$ cat config.mk
export PLATFORM = sky130hd
export DESIGN_NAME = uwire_eeprom_ctrl
export DESIGN_NICKNAME = d
export VERILOG_FILES = /design/src/rtl/uwire_pkg.sv /design/src/rtl/uwire_tick.sv /design/src/rtl/uwire_shifter.sv /design/src/rtl/uwire_eeprom_ctrl.sv
export SDC_FILE = /design/constraint.sdc
export NUM_CORES = 1
export LEC_CHECK = 0
export ABC_CLOCK_PERIOD_IN_PS = 2600
export BUFFER_PORTS_ARGS = -buffer_cell sky130_fd_sc_hd__buf_2
export CORE_UTILIZATION = 58
export DETAILED_ROUTE_END_ITERATION = 12
export GPL_TIMING_DRIVEN = 0
export PLACE_DENSITY = 0.78
export SYNTH_ARGS = -nofsm -noshare
export SYNTH_HDL_FRONTEND = slang
export SYNTH_SLANG_ARGS = --single-unit
$ cat constraint.sdc
create_clock -name clk -period 2.6 [get_ports clk]
set_input_delay 0.26 -clock clk [delete_from_list [all_inputs] [get_ports clk]]
set_output_delay 0.26 -clock clk [all_outputs]
set_load 0.05 [all_outputs]
$ cat src/rtl/uwire_pkg.sv
`timescale 1ns/1ps
package uwire_pkg;
   localparam int WORD_W  = 16;
   localparam int ADDR_W  = 8;
   localparam int FRAME_W = 3 + ADDR_W + WORD_W;
   localparam int LEN_W   = $clog2(FRAME_W + 1);

   localparam logic [1:0] OPC_READ  = 2'b10;
   localparam logic [1:0] OPC_WRITE = 2'b01;
   localparam logic [1:0] OPC_EWEN  = 2'b00;

   localparam logic [1:0] REQ_WREN  = 2'b01;
   localparam logic [1:0] REQ_WRITE = 2'b10;

   typedef enum logic [3:0] {
      ST_IDLE, ST_RD, ST_EN, ST_GAP1, ST_WR, ST_GAP2, ST_POLL, ST_PWAIT, ST_END
   } seq_e;

   // Left-aligned frame: start bit, opcode, address, data.
   function automatic logic [FRAME_W-1:0] mk_frame(input logic [1:0] opc,
                                                   input logic [ADDR_W-1:0] adr,
                                                   input logic wide,
                                                   input logic [WORD_W-1:0] dat);
      if (wide) return {1'b1, opc, adr, dat};
      else      return {1'b1, opc, adr[5:0], dat, 2'b00};
   endfunction

   function automatic logic [LEN_W-1:0] frame_len(input logic wide, input logic has_data);
      logic [LEN_W-1:0] n;
      n = wide ? LEN_W'(3 + 8) : LEN_W'(3 + 6);
      if (has_data) n = n + LEN_W'(WORD_W);
      return n;
   endfunction

   function automatic logic [ADDR_W-1:0] ewen_addr(input logic wide);
      return wide ? 8'hC0 : 8'h30;
   endfunction
endpackage

$ cat src/rtl/uwire_tick.sv
`timescale 1ns/1ps
module uwire_tick #(
   parameter int DIV_W = 8
) (
   input  logic             clk,
   input  logic             rst_n,
   input  logic             en,
   input  logic [DIV_W-1:0] div,
   output logic             tick
);
   logic [DIV_W-1:0] cnt;

   always_ff @(posedge clk or negedge rst_n) begin
      if (!rst_n)          cnt <= '0;
      else if (!en)        cnt <= '0;
      else if (cnt == div) cnt <= '0;
      else                 cnt <= cnt + 1'b1;
   end

   assign tick = en && (cnt == div);
endmodule

$ cat src/rtl/uwire_shifter.sv
`timescale 1ns/1ps
module uwire_shifter
   import uwire_pkg::*;
(
   input  logic               clk,
   input  logic               rst_n,
   input  logic               start,
   input  logic [FRAME_W-1:0] vec,
   input  logic [LEN_W-1:0]   len,
   input  logic               tick,
   input  logic               ser_in,
   output logic               active,
   output logic               sk,
   output logic               ser_out,
   output logic [WORD_W-1:0]  rx,
   output logic               fin
);
   logic [FRAME_W-1:0] sr;
   logic [LEN_W-1:0]   left;
   logic               hi;

   always_ff @(posedge clk or negedge rst_n) begin
      if (!rst_n) begin
         sr <= '0; left <= '0; hi <= 1'b0; active <= 1'b0; rx <= '0; fin <= 1'b0;
      end else begin
         fin <= 1'b0;
         if (start) begin
            sr     <= vec;
            left   <= len;
            active <= 1'b1;
            hi     <= 1'b0;
         end else if (active && tick) begin
            if (!hi) begin
               hi <= 1'b1;
            end else begin
               hi   <= 1'b0;
               sr   <= sr << 1;
               rx   <= {rx[WORD_W-2:0], ser_in};
               left <= left - 1'b1;
               if (left == LEN_W'(1)) begin
                  active <= 1'b0;
                  fin    <= 1'b1;
               end
            end
         end
      end
   end

   assign sk      = hi;
   assign ser_out = active & sr[FRAME_W-1];
endmodule

$ cat src/rtl/uwire_eeprom_ctrl.sv
`timescale 1ns/1ps
module uwire_eeprom_ctrl
   import uwire_pkg::*;
#(
   parameter int DIV_W      = 8,
   parameter int CS_GAP     = 50,
   parameter int POLL_GAP   = 2000000,
   parameter int POLL_TRIES = 10
) (
   input  logic              clk,
   input  logic              rst_n,
   input  logic [DIV_W-1:0]  clk_div,
   input  logic              req,
   input  logic [1:0]        op,
   input  logic [ADDR_W-1:0] addr,
   input  logic [WORD_W-1:0] wdata,
   input  logic              wide,
   output logic              busy,
   output logic              done,
   output logic              err,
   output logic [WORD_W-1:0] rdata,
   output logic              ee_cs,
   output logic              ee_sk,
   output logic              ee_di,
   input  logic              ee_do
);
   localparam int WAIT_MAX = (POLL_GAP > CS_GAP) ? POLL_GAP : CS_GAP;
   localparam int WAIT_W   = $clog2(WAIT_MAX + 1);
   localparam int TRY_W    = $clog2(POLL_TRIES + 1);
   localparam logic [WAIT_W-1:0] GAP_LAST  = WAIT_W'(CS_GAP - 1);
   localparam logic [WAIT_W-1:0] POLL_LAST = WAIT_W'(POLL_GAP - 1);
   localparam logic [TRY_W-1:0]  TRY_LAST  = TRY_W'(POLL_TRIES - 1);

   generate
      if (CS_GAP < 1 || POLL_GAP < 1 || POLL_TRIES < 1) begin : g_bad_timing
         $error("uwire_eeprom_ctrl: CS_GAP, POLL_GAP and POLL_TRIES must be at least 1");
      end
      if (DIV_W < 1) begin : g_bad_div
         $error("uwire_eeprom_ctrl: DIV_W must be at least 1");
      end
   endgenerate

   seq_e               st;
   logic [1:0]         op_q;
   logic [ADDR_W-1:0]  addr_q;
   logic [WORD_W-1:0]  wd_q;
   logic               wide_q, fail;
   logic [WAIT_W-1:0]  wcnt;
   logic [TRY_W-1:0]   tries;
   logic               sh_start, sh_active, sh_fin, tick;
   logic [FRAME_W-1:0] sh_vec;
   logic [LEN_W-1:0]   sh_len;
   logic [WORD_W-1:0]  sh_rx;

   uwire_tick #(.DIV_W(DIV_W)) u_tick (
      .clk(clk), .rst_n(rst_n), .en(sh_active), .div(clk_div), .tick(tick)
   );

   uwire_shifter u_shift (
      .clk(clk), .rst_n(rst_n), .start(sh_start), .vec(sh_vec), .len(sh_len),
      .tick(tick), .ser_in(ee_do), .active(sh_active), .sk(ee_sk),
      .ser_out(ee_di), .rx(sh_rx), .fin(sh_fin)
   );

   always_ff @(posedge clk or negedge rst_n) begin
      if (!rst_n) begin
         st <= ST_IDLE; op_q <= '0; addr_q <= '0; wd_q <= '0; wide_q <= 1'b0;
         fail <= 1'b0; wcnt <= '0; tries <= '0; sh_start <= 1'b0; sh_vec <= '0;
         sh_len <= '0; rdata <= '0; ee_cs <= 1'b0; done <= 1'b0; err <= 1'b0;
      end else begin
         sh_start <= 1'b0;
         done     <= 1'b0;
         err      <= 1'b0;
         unique case (st)
            ST_IDLE: if (req) begin
               op_q <= op; addr_q <= addr; wd_q <= wdata; wide_q <= wide;
               fail <= 1'b0; ee_cs <= 1'b1; sh_start <= 1'b1;
               if (op == REQ_WREN || op == REQ_WRITE) begin
                  sh_vec <= mk_frame(OPC_EWEN, ewen_addr(wide), wide, '0);
                  sh_len <= frame_len(wide, 1'b0);
                  st     <= ST_EN;
               end else begin
                  sh_vec <= mk_frame(OPC_READ, addr, wide, '0);
                  sh_len <= frame_len(wide, 1'b1);
                  st     <= ST_RD;
               end
            end
            ST_RD: if (sh_fin) begin
               rdata <= sh_rx;
               st    <= ST_END;
            end
            ST_EN: if (sh_fin) begin
               if (op_q == REQ_WRITE) begin
                  ee_cs <= 1'b0; wcnt <= '0; st <= ST_GAP1;
               end else begin
                  st <= ST_END;
               end
            end
            ST_GAP1: if (wcnt == GAP_LAST) begin
               ee_cs    <= 1'b1;
               sh_start <= 1'b1;
               sh_vec   <= mk_frame(OPC_WRITE, addr_q, wide_q, wd_q);
               sh_len   <= frame_len(wide_q, 1'b1);
               st       <= ST_WR;
            end else wcnt <= wcnt + 1'b1;
            ST_WR: if (sh_fin) begin
               ee_cs <= 1'b0; wcnt <= '0; st <= ST_GAP2;
            end
            ST_GAP2: if (wcnt == GAP_LAST) begin
               ee_cs <= 1'b1; tries <= '0; st <= ST_POLL;
            end else wcnt <= wcnt + 1'b1;
            ST_POLL: if (ee_do) begin
               st <= ST_END;
            end else if (tries == TRY_LAST) begin
               fail <= 1'b1; st <= ST_END;
            end else begin
               tries <= tries + 1'b1; wcnt <= '0; st <= ST_PWAIT;
            end
            ST_PWAIT: if (wcnt == POLL_LAST) st <= ST_POLL;
                      else wcnt <= wcnt + 1'b1;
            ST_END: begin
               ee_cs <= 1'b0; done <= 1'b1; err <= fail; st <= ST_IDLE;
            end
            default: st <= ST_IDLE;
         endcase
      end
   end

   assign busy = (st != ST_IDLE);

   // Checker state: consecutive cycles with select low, saturating.
   logic [WAIT_W-1:0] cs_low_run;
   always_ff @(posedge clk or negedge rst_n) begin
      if (!rst_n)                        cs_low_run <= '0;
      else if (ee_cs)                    cs_low_run <= '0;
      else if (cs_low_run != WAIT_W'(CS_GAP)) cs_low_run <= cs_low_run + 1'b1;
   end

   AST_DI_HOLD: assert property (@(posedge clk) disable iff (!rst_n)
      ee_sk && $past(ee_sk) |-> $stable(ee_di));
   AST_DI_AT_RISE: assert property (@(posedge clk) disable iff (!rst_n)
      $rose(ee_sk) |-> $stable(ee_di));
   AST_CS_GAP: assert property (@(posedge clk) disable iff (!rst_n)
      $rose(ee_cs) && $past(busy) |-> cs_low_run >= WAIT_W'(CS_GAP));
   AST_ERR_WITH_DONE: assert property (@(posedge clk) disable iff (!rst_n)
      err |-> done);
   AST_CS_IDLE: assert property (@(posedge clk) disable iff (!rst_n)
      !busy |-> !ee_cs);
   AST_SK_NEEDS_CS: assert property (@(posedge clk) disable iff (!rst_n)
      ee_sk |-> ee_cs);
   AST_REQ_IGNORED: assert property (@(posedge clk) disable iff (!rst_n)
      busy && req |=> $stable(addr_q) && $stable(op_q));
   AST_DONE_PULSE: assert property (@(posedge clk) disable iff (!rst_n)
      done |=> !done);
endmodule

==> flow_results.xml <==
<?xml version="1.0" encoding="UTF-8"?>
<metrics>
  <group name="die">
    <metric name="design.die.area" unit="sq mm">0.01405</metric>
    <metric name="start_util" unit="%">59.49</metric>
    <metric name="fp.coreArea" unit="sq mm">0.01324</metric>
    <metric name="die_h" unit="microns">118.5</metric>
    <metric name="die_w" unit="microns">118.5</metric>
    <metric name="rows" unit="">42</metric>
    <metric name="design.portCount" unit="">61</metric>
  </group>
  <group name="drt">
    <metric name="wl_met2" unit="microns">7831</metric>
    <metric name="number_of_design_rule_violations_left_after_detail_routing" unit="">0</metric>
    <metric name="dr.max_layer_used" unit="">met4</metric>
    <metric name="initialDrtViolationCount" unit="">456</metric>
    <metric name="route.detailed.vias_per_inst" unit="">5.982</metric>
    <metric name="drt-met1-wl" unit="microns">7674</metric>
    <metric name="num_vias" unit="">5844</metric>
    <metric name="met3_wirelength" unit="microns">883</metric>
    <metric name="drt-pass1-iter-count" unit="">6</metric>
    <metric name="routedWlPerCell" unit="microns">17.09</metric>
    <metric name="antenna_violating_nets_post_route" unit="">0</metric>
    <metric name="drt-total-wl" unit="microns">16700</metric>
  </group>
  <group name="power_and_ir_drop">
    <metric name="clock_power_share" unit="%">28.7</metric>
    <metric name="combPwrFrac" unit="%">29.7</metric>
    <metric name="cellPowerDensity" unit="mW/mm^2">1014</metric>
    <metric name="pwr-share-seq" unit="%">41.6</metric>
    <metric name="switching_share" unit="%">33.08</metric>
    <metric name="leakage" unit="nW">4.070</metric>
    <metric name="power_switching" unit="mW">3.048</metric>
    <metric name="ir_worst_vdd" unit="uV">632.5</metric>
    <metric name="power_report.internal_total" unit="mW">6.166</metric>
  </group>
  <group name="worst_setup_path">
    <metric name="worst_r2r_path_depth" unit="">6</metric>
    <metric name="rr_endpoint" unit="">addr_q[2]</metric>
    <metric name="cpPeakStageDelay" unit="ns">0.57</metric>
    <metric name="worstSetupEndpointType" unit="">register</metric>
    <metric name="cp_max_fo" unit="">10</metric>
    <metric name="worst-path-buf-inv" unit="">3</metric>
    <metric name="worst_path_max_delay_cell" unit="">sky130_fd_sc_hd__buf_1</metric>
    <metric name="wp_data_arrival" unit="ns">2.73</metric>
    <metric name="cp_cell_sequence" unit="">buf_2 &gt; nor3_1 &gt; nand3_1 &gt; clkbuf_1 &gt; buf_1 &gt; mux2_2</metric>
    <metric name="worst_path_dominant_cell_family" unit="">buffers and inverters</metric>
    <metric name="crit-reg2reg-launch" unit="">st[3]</metric>
    <metric name="reg2reg_slack" unit="ns">0.18</metric>
    <metric name="critical_path.startpoint_type" unit="">register</metric>
    <metric name="worstPathRequired" unit="ns">2.90</metric>
    <metric name="path_class" unit="">register to register</metric>
  </group>
  <group name="timing">
    <metric name="final-setup-viol-count" unit="">0</metric>
    <metric name="worstMarginPinSlew" unit="ns">0.7871</metric>
    <metric name="rsz_0062_raised_after_global_routing" unit="">no</metric>
    <metric name="hold_viol" unit="">0</metric>
    <metric name="layout_worst_path_cycle_share" unit="%">93.26</metric>
    <metric name="timing.max_slew.rel_slack" unit="%">47.35</metric>
    <metric name="clock_skew" unit="ns">0.005885</metric>
    <metric name="timing.fmax" unit="MHz">412.4</metric>
    <metric name="min_period" unit="ns">2.425</metric>
    <metric name="timing.final.ws_setup" unit="ns">0.1752</metric>
    <metric name="final-max-slew-violation-count" unit="">0</metric>
  </group>
  <group name="placement">
    <metric name="dp.final_hpwl" unit="microns">11750</metric>
    <metric name="dpl.cell_count" unit="">947</metric>
    <metric name="io_buffer_count" unit="">59</metric>
    <metric name="routabilityCongestion" unit="">0.8838</metric>
    <metric name="detailed_place.area" unit="sq mm">0.008427</metric>
    <metric name="dp_worst_setup_slack" unit="ns">0.1871</metric>
  </group>
  <group name="clock_network">
    <metric name="clock_tree.root_cell" unit="">sky130_fd_sc_hd__clkbuf_16</metric>
    <metric name="cts.sink_count" unit="">165</metric>
    <metric name="htreeDepth" unit="">4</metric>
    <metric name="tritoncts" unit="">done</metric>
    <metric name="clkLatencyLatePin" unit="ns">0.42</metric>
    <metric name="cts.reportedPaths.clkPinSlew" unit="ns">0.06</metric>
    <metric name="number_of_buffers_inserted_by_post_cts_setup_repair" unit="">0</metric>
    <metric name="cts-buffers-inserted" unit="">17</metric>
    <metric name="clockBufferDepth" unit="">2</metric>
  </group>
  <group name="synthesis">
    <metric name="synth_top_flop_cell" unit="">sky130_fd_sc_hd__dfrtp_1</metric>
    <metric name="synth-seq-cells" unit="">165</metric>
    <metric name="synth_area_per_cell" unit="sq um">11.08</metric>
    <metric name="yosysWarnings" unit="">0</metric>
    <metric name="postSynthNetCount" unit="">757</metric>
    <metric name="postSynth.asyncResetShare" unit="%">100.0</metric>
    <metric name="syn-instance-count" unit="">711</metric>
    <metric name="yosys.cell_types.count" unit="">63</metric>
    <metric name="synth.yosys.seq_area_share" unit="%">52.41</metric>
    <metric name="synth_enable_flop_cells" unit="">0</metric>
    <metric name="synth.cell_area" unit="sq mm">0.007878</metric>
  </group>
  <group name="worst_hold_path">
    <metric name="hold_crit_class" unit="">primary input to register</metric>
    <metric name="worst_hold_depth" unit="">2</metric>
    <metric name="holdPathEnd" unit="">wd_q[5]</metric>
    <metric name="worstHoldStart" unit="">wdata[5]</metric>
  </group>
  <group name="final_layout">
    <metric name="area_delta_synth_final" unit="%">15.31</metric>
    <metric name="final_cells" unit="">977</metric>
    <metric name="finish.utilization" unit="%">68.59</metric>
    <metric name="layout-drive-gt1-share" unit="%">21.35</metric>
    <metric name="final_nets" unit="">837</metric>
    <metric name="nFillCells" unit="">1009</metric>
    <metric name="antenna-diode-count" unit="">0</metric>
    <metric name="post-route-cell-area" unit="sq mm">0.009084</metric>
  </group>
  <group name="global_routing">
    <metric name="pin_count_of_the_biggest_net_entering_global_routing" unit="">95</metric>
    <metric name="grt_pass1_wl" unit="microns">28340</metric>
    <metric name="grt_antenna_before_repair" unit="">0</metric>
    <metric name="grt_usage" unit="%">25.53</metric>
    <metric name="grt_pass1_vias" unit="">5782</metric>
    <metric name="grt.overflow.total" unit="">0</metric>
  </group>
  <group name="job">
    <metric name="max_cap_viol_count" unit="">0</metric>
  </group>
  <group name="run_status">
    <metric name="status" unit="">finished, final reports clean</metric>
  </group>
</metrics>
-- metal layers --
metal | vias to the layer above | track usage (%)
li1 | 2759 | -
met1 | 2848 | 35.89
met2 | 205 | 39.33
met3 | 32 | 4.971
met4 | 0 | 9.810
met5 | - | 0
-- sequential cells by signal (all words and copies together), names as in the netlist, 5 cells and up --
signal and flops:
u_shift.sr 27, rdata 16, wd_q 16, sh_vec 26
addr_q 8, u_shift.rx 16, u_shift.left 5, wcnt 21
u_tick.cnt 8
-- logic make-up after synthesis --
kind of cell / Yosys count / share of synthesized area (%)
adders and majority gates: 7 / 1.112
DFF: 165 / 52.41
muxes: 116 / 15.80
xor gates and xnor gates: 22 / 2.446
buffers and inverters: 51 / 3.097
AOI/OAI and AO/OA: 148 / 11.37
and+or+nand+nor: 202 / 13.76
-- power by group through the flow --
stage	Clock (mW)	Combinational, mW	Sequential, mW
global route	2.79	3.03	3.93
global placement	0	2.57	3.82
floorplan	0	2.02	3.73
detailed placement	0	2.66	3.87
finish	2.65	2.73	3.83
CTS	2.69	2.69	3.83
-- final cells by class --
cell class,count,area (sq um),area share (%)
clock buffers,20,436.7,4.807
inverters,9,33.78,0.3719
clock inverters,9,178.9,1.970
repair buffers,61,339.1,3.733
plain buffers,42,211.5,2.328
flip-flops and latches,165,4129,45.45
multi-input cells,495,3535,38.91
well taps,176,220.2,2.424
-- stage by stage --
stage | power [mW] | TNS, ns | hold slack (ns)
floorplan | 5.743 | 0 | -0.03559
global placement | 6.394 | -173.68 | 0.4483
detailed placement | 6.529 | 0 | 0.3037
CTS | 9.206 | 0 | 0.05478
global route | 9.757 | 0 | 0.05531
finish | 9.215 | 0 | 0.06649
-- how the worst max path moves through the flow --
stage | from | endpoint | cells after the start
after floorplan | st[1] | ee_cs | 6
after global placement | rst_n | wd_q[8] | 1
after detailed placement | st[1] | addr_q[2] | 6
after CTS | wcnt[0] | st[1] | 6
after global routing | st[2] | addr_q[2] | 6
final | st[3] | addr_q[2] | 6
-- cell usage in the layout, fill, tap and decap left out, types with 5 or more instances in the layout --
| master | count |
|---|---|
| sky130_fd_sc_hd__and3_1 | 11 |
| sky130_fd_sc_hd__nand2_1 | 52 |
| sky130_fd_sc_hd__xnor2_1 | 5 |
| sky130_fd_sc_hd__xor2_1 | 17 |
| sky130_fd_sc_hd__nand3_1 | 34 |
| sky130_fd_sc_hd__a31oi_1 | 8 |
| sky130_fd_sc_hd__nor2_1 | 31 |
| sky130_fd_sc_hd__nand4_1 | 11 |
| sky130_fd_sc_hd__o31ai_1 | 9 |
| sky130_fd_sc_hd__buf_1 | 6 |
| sky130_fd_sc_hd__clkbuf_1 | 26 |
| sky130_fd_sc_hd__nor4_2 | 5 |
| sky130_fd_sc_hd__buf_2 | 61 |
| sky130_fd_sc_hd__o21ai_0 | 76 |
| sky130_fd_sc_hd__and2_1 | 5 |
| sky130_fd_sc_hd__o21ai_1 | 9 |
| sky130_fd_sc_hd__dfrtp_1 | 165 |
| sky130_fd_sc_hd__nor3_1 | 8 |
| sky130_fd_sc_hd__clkbuf_16 | 17 |
| sky130_fd_sc_hd__a21oi_1 | 12 |
| sky130_fd_sc_hd__a211oi_1 | 6 |
| sky130_fd_sc_hd__nor4_1 | 7 |
| sky130_fd_sc_hd__inv_1 | 9 |
| sky130_fd_sc_hd__ha_1 | 7 |
| sky130_fd_sc_hd__mux2_2 | 58 |
| sky130_fd_sc_hd__mux2_1 | 9 |
| sky130_fd_sc_hd__o21a_1 | 6 |
| sky130_fd_sc_hd__mux2i_1 | 49 |
| sky130_fd_sc_hd__bufinv_16 | 5 |
| sky130_fd_sc_hd__buf_6 | 5 |
| sky130_fd_sc_hd__buf_4 | 5 |
-- timing repair --
action	in CTS	in global routing
hold buffers	1	0
resized for setup	0	7
hold endpoints to repair	71	0
setup endpoints to repair	0	29
-- synth_stat cells (11+ instances only) --
| cell | n | share of area, % |
|---|---|---|
| sky130_fd_sc_hd__dfrtp_1 | 165 | 52 |
| sky130_fd_sc_hd__o21ai_0 | 76 | 4.8 |
| sky130_fd_sc_hd__mux2_2 | 58 | 8.3 |
| sky130_fd_sc_hd__nand2_1 | 52 | 2.5 |
| sky130_fd_sc_hd__mux2i_1 | 49 | 6.2 |
| sky130_fd_sc_hd__nand3_1 | 34 | 2.2 |
| sky130_fd_sc_hd__nor2_1 | 31 | 1.5 |
| sky130_fd_sc_hd__clkbuf_1 | 24 | 1.1 |
| sky130_fd_sc_hd__xor2_1 | 17 | 1.9 |
| sky130_fd_sc_hd__a21oi_1 | 12 | 0.76 |
| sky130_fd_sc_hd__and3_1 | 11 | 0.87 |
| sky130_fd_sc_hd__nand4_1 | 11 | 0.87 |
| sky130_fd_sc_hd__nor4_1 | 11 | 0.87 |
Note: power is estimated with default switching activity, not from simulation.
